--- config.mk ---
export PLATFORM = sky130hd
export DESIGN_NAME = dma_chan_arb
export DESIGN_NICKNAME = d
export VERILOG_FILES = /design/src/rtl/dma_arb_pkg.sv /design/src/rtl/dma_req_merge.sv /design/src/rtl/dma_prio_pick.sv /design/src/rtl/dma_grant_ctrl.sv /design/src/rtl/dma_chan_arb.sv
export SDC_FILE = /design/constraint.sdc
export NUM_CORES = 1
export LEC_CHECK = 0
export BUFFER_PORTS_ARGS = -buffer_cell sky130_fd_sc_hd__buf_2
export CAP_MARGIN = 20
export CELL_PAD_IN_SITES_DETAIL_PLACEMENT = 1
export CELL_PAD_IN_SITES_GLOBAL_PLACEMENT = 2
export CORE_MARGIN = 2
export CORE_UTILIZATION = 31
export CTS_CLUSTER_DIAMETER = 80
export DETAILED_ROUTE_END_ITERATION = 10
export GPL_TIMING_DRIVEN = 0
export PLACE_DENSITY = 0.86
export SLEW_MARGIN = 30
export SYNTH_ARGS = -nofsm -noshare
export SYNTH_HDL_FRONTEND = slang
export SYNTH_SLANG_ARGS = --single-unit
--- constraint.sdc ---
create_clock -name clk_i -period 3.1 [get_ports clk_i]
set_input_delay 0.465 -clock clk_i [delete_from_list [all_inputs] [get_ports clk_i]]
set_output_delay 0.465 -clock clk_i [all_outputs]
set_load 0.02 [all_outputs]
--- src/rtl/dma_arb_pkg.sv ---
package dma_arb_pkg;
  typedef enum logic [1:0] {
    XFER_SINGLE = 2'b00,
    XFER_BURST  = 2'b01,
    XFER_BLOCK  = 2'b10,
    XFER_RSVD   = 2'b11
  } xfer_e;
endpackage

--- src/rtl/dma_req_merge.sv ---
module dma_req_merge #(
  parameter int NUM_PAIRS = 2,
  localparam int NCH = 2 * NUM_PAIRS
) (
  input  logic             clk_i,
  input  logic             rst_ni,
  input  logic [NCH-1:0]   req_i,
  input  logic             smp_en_i,
  input  logic [NUM_PAIRS-1:0] full_mode_i,
  output logic [NCH-1:0]   req_q_o,
  output logic [NCH-1:0]   eff_o
);
  logic [NCH-1:0] req_q;

  always_ff @(posedge clk_i or negedge rst_ni) begin
    if (!rst_ni)       req_q <= '0;
    else if (smp_en_i) req_q <= req_i;
  end

  // joined pair folds B onto A
  for (genvar p = 0; p < NUM_PAIRS; p++) begin : g_pair
    assign eff_o[2*p]   = full_mode_i[p] ? (req_q[2*p] | req_q[2*p+1]) : req_q[2*p];
    assign eff_o[2*p+1] = full_mode_i[p] ? 1'b0 : req_q[2*p+1];
  end

  assign req_q_o = req_q;
endmodule

--- src/rtl/dma_prio_pick.sv ---
module dma_prio_pick #(
  parameter int NCH = 4
) (
  input  logic [NCH-1:0] req_i,
  output logic [NCH-1:0] pick_o
);
  always_comb begin
    logic found;
    found  = 1'b0;
    pick_o = '0;
    for (int i = 0; i < NCH; i++) begin
      if (req_i[i] && !found) begin
        pick_o[i] = 1'b1;
        found     = 1'b1;
      end
    end
  end
endmodule

--- src/rtl/dma_grant_ctrl.sv ---
module dma_grant_ctrl
  import dma_arb_pkg::*;
#(
  parameter int NCH = 4
) (
  input  logic           clk_i,
  input  logic           rst_ni,
  input  logic           bus_rel_i,
  input  logic [1:0]     xfer_type_i,
  input  logic           blk_end_i,
  input  logic [NCH-1:0] eff_i,
  input  logic [NCH-1:0] pick_i,
  output logic [NCH-1:0] grant_o,
  output logic           lock_o,
  output logic           burst_o
);
  logic [NCH-1:0] grant_q;
  logic           lock_q, burst_q, hold;
  xfer_e          typ;

  assign typ  = xfer_e'(xfer_type_i);
  assign hold = lock_q && (burst_q ? |(eff_i & grant_q) : !blk_end_i);

  always_ff @(posedge clk_i or negedge rst_ni) begin
    if (!rst_ni) begin
      grant_q <= '0;
      lock_q  <= 1'b0;
      burst_q <= 1'b0;
    end else if (bus_rel_i && !hold) begin
      grant_q <= pick_i;
      lock_q  <= (|pick_i) && (typ == XFER_BURST || typ == XFER_BLOCK);
      burst_q <= (typ == XFER_BURST);
    end
  end

  assign grant_o = grant_q;
  assign lock_o  = lock_q;
  assign burst_o = burst_q;
endmodule

--- src/rtl/dma_chan_arb.sv ---
module dma_chan_arb #(
  parameter int NUM_PAIRS = 2,
  localparam int NCH = 2 * NUM_PAIRS
) (
  input  logic                 clk_i,
  input  logic                 rst_ni,
  input  logic [NCH-1:0]       req_i,
  input  logic [NUM_PAIRS-1:0] full_mode_i,
  input  logic                 smp_en_i,
  input  logic                 bus_rel_i,
  input  logic [1:0]           xfer_type_i,
  input  logic                 blk_end_i,
  output logic [NCH-1:0]       grant_o
);
  logic [NCH-1:0] req_q_w, eff_w, pick_w;
  logic           lock_w, burst_w;

  dma_req_merge #(.NUM_PAIRS(NUM_PAIRS)) u_merge (
    .clk_i(clk_i), .rst_ni(rst_ni), .req_i(req_i), .smp_en_i(smp_en_i),
    .full_mode_i(full_mode_i), .req_q_o(req_q_w), .eff_o(eff_w)
  );

  dma_prio_pick #(.NCH(NCH)) u_pick (.req_i(eff_w), .pick_o(pick_w));

  dma_grant_ctrl #(.NCH(NCH)) u_ctrl (
    .clk_i(clk_i), .rst_ni(rst_ni), .bus_rel_i(bus_rel_i),
    .xfer_type_i(xfer_type_i), .blk_end_i(blk_end_i), .eff_i(eff_w),
    .pick_i(pick_w), .grant_o(grant_o), .lock_o(lock_w), .burst_o(burst_w)
  );
endmodule

# After elaboration in Yosys (flattened, before gate mapping)
# Index checks and enable logic that the tools add are counted.
[totals] regBits=10 output_inout_bits=4 word_cells=34
[classes] n_eq_ne=2 mux=11 bitwise=3 n_reduce_logical=14
[ops] cell="two-way mux 1 bit" n=11
[ops] cell="OR reduction 4 bit" n=2
[ops] cell="logical AND 1 bit" n=6
[ops] cell="logical NOT 1 bit" n=5
[ops] cell="bitwise AND 4 bit" n=1
[ops] cell="== test 2 x 1 -> 1 bit (second input constant)" n=1
[ops] cell="== test 2 bit (second input constant)" n=1
[ops] cell="OR 1 bit" n=2
[ops] cell="logical OR 1 bit" n=1

# Depth between registers and ports, before layout
[depth] ltp_word=14 depth_mapped=4 depth_no_buf=4

# Modules after synthesis
# A second synthesis with hierarchy kept.
[hier_totals] cells_unflattened=64 hier_area_um2=645.6
[by_module_without_submodules] module="dma_grant_ctrl" n_inst=1 cells_each=48 area_each_um2=436.7 seq_area_each_um2=150.1
[by_module_without_submodules] module="dma_req_merge" n_inst=1 cells_each=12 area_each_um2=172.7 seq_area_each_um2=100.1
[by_module_without_submodules] module="dma_prio_pick" n_inst=1 cells_each=4 area_each_um2=36.3 seq_area_each_um2=0.0

# Worst setup path after synthesis
# OpenSTA, ideal clock, no wires.
[synth_timing] kind="input to register" start="input port full_mode_i[0]" end="register u_ctrl.burst_q (netlist: u_ctrl.burst_o)" setup_time_ns=0.125 arrival_ns=1.345 t_required_ns=2.975 path_slack_ns=1.631 stages=4 n_path_buf=0 cell_sequence="a21o_1 -> a22oi_2 -> a32oi_4 -> mux2_2"
[synth_between] elab_chain_cells=7
[synth_rtl] element="start: declaration" line="dma_chan_arb.sv:8" rtl="input logic [NUM_PAIRS-1:0] full_mode_i,"
[synth_rtl] element="two-way mux 1 bit (on tied branches)" line="dma_req_merge.sv:22, dma_req_merge.sv:23"
[synth_rtl] element="bitwise AND 4 bit *" line="dma_grant_ctrl.sv:22" rtl="assign hold = lock_q && (burst_q ? |(eff_i & grant_q) : !blk_end_i);"
[synth_rtl] element="OR reduction 4 bit *" line="dma_grant_ctrl.sv:22"
[synth_rtl] element="two-way mux 1 bit *" line="dma_grant_ctrl.sv:22"
[synth_rtl] element="logical AND 1 bit *" line="dma_grant_ctrl.sv:22"
[synth_rtl] element="logical NOT 1 bit *" line="dma_grant_ctrl.sv:29" rtl="end else if (bus_rel_i && !hold) begin"
[synth_rtl] element="logical AND 1 bit *" line="dma_grant_ctrl.sv:29"
[synth_rtl] element="end signal: assignment" line="dma_grant_ctrl.sv:32" rtl="burst_q <= (typ == XFER_BURST);"
[synth_rtl] element="end: declaration" line="dma_grant_ctrl.sv:18" rtl="logic lock_q, burst_q, hold;"
# Every way passes the cells marked *; elsewhere a longest branch is shown, timed or not.
# A chain may end at the register's enable or synchronous reset.

# Final worst setup path
[layout_timing] start="register u_merge.req_q[1] (netlist: u_merge.req_q_o[1])" end="register u_ctrl.grant_q[3] (netlist: u_ctrl.grant_o[3])"
[layout_between] elab_chain_cells=12
[layout_rtl] element="start: declaration" line="dma_req_merge.sv:13" rtl="logic [NCH-1:0] req_q;"
[layout_rtl] element="start signal: assignment" line="dma_req_merge.sv:17" rtl="else if (smp_en_i) req_q <= req_i;"
[layout_rtl] element="OR 1 bit" line="dma_req_merge.sv:22" rtl="assign eff_o[2*p] = full_mode_i[p] ? (req_q[2*p] | req_q[2*p+1]) : req_q[2*p];"
[layout_rtl] element="two-way mux 1 bit" line="dma_req_merge.sv:22"
[layout_rtl] element="two-way mux 1 bit" line="dma_prio_pick.sv:12" rtl="if (req_i[i] && !found) begin"
[layout_rtl] element="logical NOT 1 bit" line="dma_prio_pick.sv:12"
[layout_rtl] element="logical AND 1 bit" line="dma_prio_pick.sv:12"
[layout_rtl] element="two-way mux 1 bit" line="dma_prio_pick.sv:12"
[layout_rtl] element="logical NOT 1 bit" line="dma_prio_pick.sv:12"
[layout_rtl] element="logical AND 1 bit" line="dma_prio_pick.sv:12"
[layout_rtl] element="two-way mux 1 bit" line="dma_prio_pick.sv:12"
[layout_rtl] element="logical NOT 1 bit" line="dma_prio_pick.sv:12"
[layout_rtl] element="logical AND 1 bit" line="dma_prio_pick.sv:12"
[layout_rtl] element="two-way mux 1 bit" line="dma_prio_pick.sv:12"
[layout_rtl] element="end signal: assignment" line="dma_grant_ctrl.sv:30" rtl="grant_q <= pick_i;"
[layout_rtl] element="end: declaration" line="dma_grant_ctrl.sv:17" rtl="logic [NCH-1:0] grant_q;"
# Several ways; a longest one is shown, not always the timed one.

==> impl_metrics.xml <==
<?xml version="1.0" encoding="UTF-8"?>
<metrics>
  <group name="timing">
    <metric name="setup_total_negative_slack" unit="ns">0</metric>
    <metric name="worst_hold_slack" unit="ns">0.0437</metric>
    <metric name="worst-slew-pin-transition" unit="ns">0.310</metric>
    <metric name="report.final.setup_viol" unit="">0</metric>
    <metric name="slew-limit-headroom" unit="%">79.1</metric>
    <metric name="skew" unit="ns">0.00266</metric>
    <metric name="rsz0062_at_grt" unit="">no</metric>
    <metric name="fin_crit_sh" unit="%">50.4</metric>
    <metric name="min_period" unit="ns">1.56</metric>
    <metric name="finalHoldViolations" unit="">0</metric>
    <metric name="timing_max_transition_violations_final" unit="">0</metric>
    <metric name="achievable-frequency" unit="MHz">640</metric>
  </group>
  <group name="run">
    <metric name="maximum_capacitance_violations" unit="">0</metric>
  </group>
  <group name="detailed_routing">
    <metric name="route.detailed.drc" unit="">0</metric>
    <metric name="vias_per_cell" unit="">4.95</metric>
    <metric name="wl_per_cell" unit="um">14.1</metric>
    <metric name="num_vias" unit="">371</metric>
    <metric name="drt-initial-drc-count" unit="">0</metric>
    <metric name="detail-route-antenna-nets" unit="">0</metric>
    <metric name="tritonroute_pass_1_iters" unit="">1</metric>
    <metric name="drt_wl_total" unit="um">1060</metric>
  </group>
  <group name="synthesis">
    <metric name="synth_nets" unit="">53</metric>
    <metric name="post_synth_num_cell_types" unit="">17</metric>
    <metric name="synth.avg_cell_area" unit="um^2">12.8</metric>
    <metric name="synth_top_area_share" unit="%">50.0</metric>
    <metric name="synth_seq_area_share" unit="%">50.0</metric>
    <metric name="total_of_flip_flops_plus_latches_after_synthesis" unit="">10</metric>
    <metric name="mappedNetlistArea" unit="um^2">500</metric>
    <metric name="yosys-top-cells-area" unit="">sky130_fd_sc_hd__dfrtp_1, sky130_fd_sc_hd__mux2_2, sky130_fd_sc_hd__a32oi_4</metric>
    <metric name="yosysWarningCount" unit="">0</metric>
    <metric name="synthCells" unit="">39</metric>
    <metric name="synth_largest_area_cell" unit="">sky130_fd_sc_hd__dfrtp_1</metric>
  </group>
  <group name="power_and_ir_drop">
    <metric name="pwrdens" unit="mW/mm^2">693</metric>
    <metric name="clock_power_share" unit="%">26.8</metric>
    <metric name="power_leakage" unit="uW">0.000316</metric>
    <metric name="switching_share" unit="%">32.1</metric>
    <metric name="p_comb_share" unit="%">30.6</metric>
    <metric name="internal_power" unit="uW">300</metric>
    <metric name="post-layout-total-power" unit="uW">442</metric>
    <metric name="vdd.ir_drop.worst" unit="mV">0.331</metric>
    <metric name="power.net_switching" unit="uW">142</metric>
    <metric name="seq_power_share" unit="%">42.5</metric>
  </group>
  <group name="critical_path">
    <metric name="cp.required" unit="ns">3.25</metric>
    <metric name="worstPathMaxFanout" unit="">6</metric>
    <metric name="rr_startpoint" unit="">u_merge.req_q_o[1]</metric>
    <metric name="reg2reg_depth" unit="">4</metric>
    <metric name="r2r_end" unit="">u_ctrl.grant_o[3]</metric>
    <metric name="setup.worst_path.start_class" unit="">flop</metric>
    <metric name="critPathCaptureType" unit="">flop</metric>
    <metric name="critical_path_class" unit="">reg -&gt; reg</metric>
    <metric name="ff2ff_setup_slack" unit="ns">1.54</metric>
    <metric name="cp.arrival" unit="ns">1.72</metric>
  </group>
  <group name="final_layout">
    <metric name="drive_gt1_share" unit="%">52.5</metric>
    <metric name="antenna_cells_inserted" unit="">0</metric>
    <metric name="layout.cells.most_common" unit="">sky130_fd_sc_hd__buf_2</metric>
    <metric name="design_area" unit="um^2">637</metric>
    <metric name="finish.net_count" unit="">74</metric>
    <metric name="final_cell_mix" unit="">sky130_fd_sc_hd__buf_2, sky130_fd_sc_hd__dfrtp_1, sky130_fd_sc_hd__mux2_2</metric>
    <metric name="instances_no_fill" unit="">75</metric>
    <metric name="fillCellCount" unit="">186</metric>
    <metric name="layout_overhead_on_the_synthesized_area" unit="%">27.3</metric>
  </group>
  <group name="global_route">
    <metric name="initial_antenna_violation_count" unit="">0</metric>
    <metric name="grt_start_max_net_pins" unit="">11</metric>
    <metric name="grt_use_total" unit="%">13.6</metric>
    <metric name="global_route_wire_length_before_repair" unit="um">1790</metric>
    <metric name="via_count_of_the_first_global_routing_pass" unit="">391</metric>
    <metric name="globalRoute.totalOverflow" unit="">0</metric>
  </group>
  <group name="die">
    <metric name="count_of_boundary_i_o_pins" unit="">17</metric>
    <metric name="die_width" unit="um">44.2</metric>
    <metric name="chipHeight" unit="um">44.2</metric>
    <metric name="initial_utilization" unit="%">33.2</metric>
    <metric name="placement_rows" unit="">14</metric>
    <metric name="core" unit="mm^2">0.00151</metric>
    <metric name="die_area" unit="mm^2">0.00195</metric>
  </group>
  <group name="clock_tree">
    <metric name="number_of_buffers_inserted_during_clock_tree_synthesis" unit="">3</metric>
    <metric name="number_of_buffers_added_for_setup_after_cts" unit="">0</metric>
    <metric name="cts_max_level" unit="">1</metric>
    <metric name="cts_tree" unit="">done</metric>
    <metric name="cts-root-buf" unit="">sky130_fd_sc_hd__clkbuf_4</metric>
    <metric name="cts.repair.resized" unit="">0</metric>
    <metric name="max-clock-path-buffers" unit="">2</metric>
    <metric name="clock_pin_transition_on_the_worst_setup_and_hold_timing_paths" unit="ns">0.07</metric>
    <metric name="cts_hold_buf" unit="">0</metric>
    <metric name="clk_latency" unit="ns">0.27</metric>
    <metric name="tritoncts_num_sinks" unit="">10</metric>
  </group>
  <group name="place">
    <metric name="placed_cells_incl_taps" unit="">71</metric>
    <metric name="buffer_ports.inserted" unit="">16</metric>
    <metric name="place_congestion" unit="">0.655</metric>
    <metric name="detailed_place_hpwl" unit="um">855</metric>
    <metric name="post_dp_cell_area" unit="um^2">601</metric>
  </group>
  <group name="hold_path">
    <metric name="hold_path_class" unit="">in -&gt; async</metric>
  </group>
  <group name="run_status">
    <metric name="outcome" unit="">finished, final reports clean</metric>
  </group>
</metrics>
[flip-flops by register name, summed over array words and instances, names as in the netlist]
signal	cells
u_ctrl.grant_o	4
u_ctrl.burst_o	1
u_ctrl.lock_o	1
u_merge.req_q_o	4
[metrics by stage]
| stage | utilization [%] | setup slack [ns] |
|---|---|---|
| final | 42.3 | 1.54 |
| after global routing | 42.3 | 1.44 |
| after CTS | 42.3 | 1.53 |
| after detailed placement | 39.9 | 1.43 |
| after global placement | 39.9 | 1.44 |
| after floorplan | - | 1.63 |
[area by class of cell]
type                       instances  area [um^2]  area share [%]
clock buffer                       4         36.3            5.70
inverter                           4         15.0            2.36
multi-input combinational         25          235            36.9
sequential                        10          250            39.3
tap                               16         20.0            3.14
timing repair buffer              16         80.1            12.6
[metal layers]
metal / part of all wire (%) / global-route usage (%)
met1: 43 / 16.3
met2: 47 / 20.3
met3: 6.8 / 4.90
met4: 2.3 / 9.09
met5: 0 / 0
[kinds of logic (layout without fill, tap and decap cells)]
logic type | count (synthesis) | count (layout) | share of synthesized area [%]
mux | 9 | 9 | 20.0
fa+ha+maj | 1 | 1 | 2.50
compound gates | 7 | 7 | 15.2
buf+inv | 4 | 24 | 3.00
simple gates | 8 | 8 | 9.25
flops | 10 | 10 | 50.0
[cells in the mapped netlist]
| master | n |
|---|---|
| sky130_fd_sc_hd__inv_1 | 4 |
| sky130_fd_sc_hd__nand3b_1 | 1 |
| sky130_fd_sc_hd__nor2_1 | 2 |
| sky130_fd_sc_hd__mux2i_1 | 1 |
| sky130_fd_sc_hd__o21ai_0 | 1 |
| sky130_fd_sc_hd__a21o_1 | 2 |
| sky130_fd_sc_hd__mux2_2 | 8 |
| sky130_fd_sc_hd__nor3b_1 | 1 |
| sky130_fd_sc_hd__dfrtp_1 | 10 |
| sky130_fd_sc_hd__nor4_1 | 1 |
| sky130_fd_sc_hd__a31oi_1 | 1 |
| sky130_fd_sc_hd__o22a_2 | 1 |
| sky130_fd_sc_hd__a32oi_4 | 1 |
| sky130_fd_sc_hd__a22oi_2 | 1 |
| sky130_fd_sc_hd__ha_1 | 1 |
| sky130_fd_sc_hd__and4b_1 | 1 |
| sky130_fd_sc_hd__nand2_1 | 2 |
[power groups by stage]
stage                     sequential (uW)  combinational [uW]  clock (uW)
after detailed placement              191                 138           0
final                                 188                 135         119
after floorplan                       205                78.2           0
after global placement                189                 135           0
after CTS                             188                 138         122
after global routing                  192                 147         128
[worst max path at each step]
stage | cells past startpoint | slack (ns) | end | start
finish | 4 | 1.54 | u_ctrl.grant_o[3] | u_merge.req_q_o[1]
global route | 4 | 1.44 | u_ctrl.grant_o[3] | u_merge.req_q_o[1]
CTS | 4 | 1.53 | u_ctrl.grant_o[3] | u_merge.req_q_o[1]
detailed placement | 5 | 1.43 | u_ctrl.grant_o[3] | full_mode_i[0]
global placement | 5 | 1.44 | u_ctrl.grant_o[3] | full_mode_i[0]
floorplan | 4 | 1.63 | u_ctrl.burst_o | full_mode_i[0]
[worst max-delay path, cell delays in order, from the launching register on]
cell and delay [ns]:
sky130_fd_sc_hd__dfrtp_1 0.43, sky130_fd_sc_hd__a21o_1 0.18, sky130_fd_sc_hd__a22oi_2 0.10, sky130_fd_sc_hd__a32oi_4 0.35
sky130_fd_sc_hd__mux2_2 0.38
No activity file was read; power rests on OpenSTA's default activity.
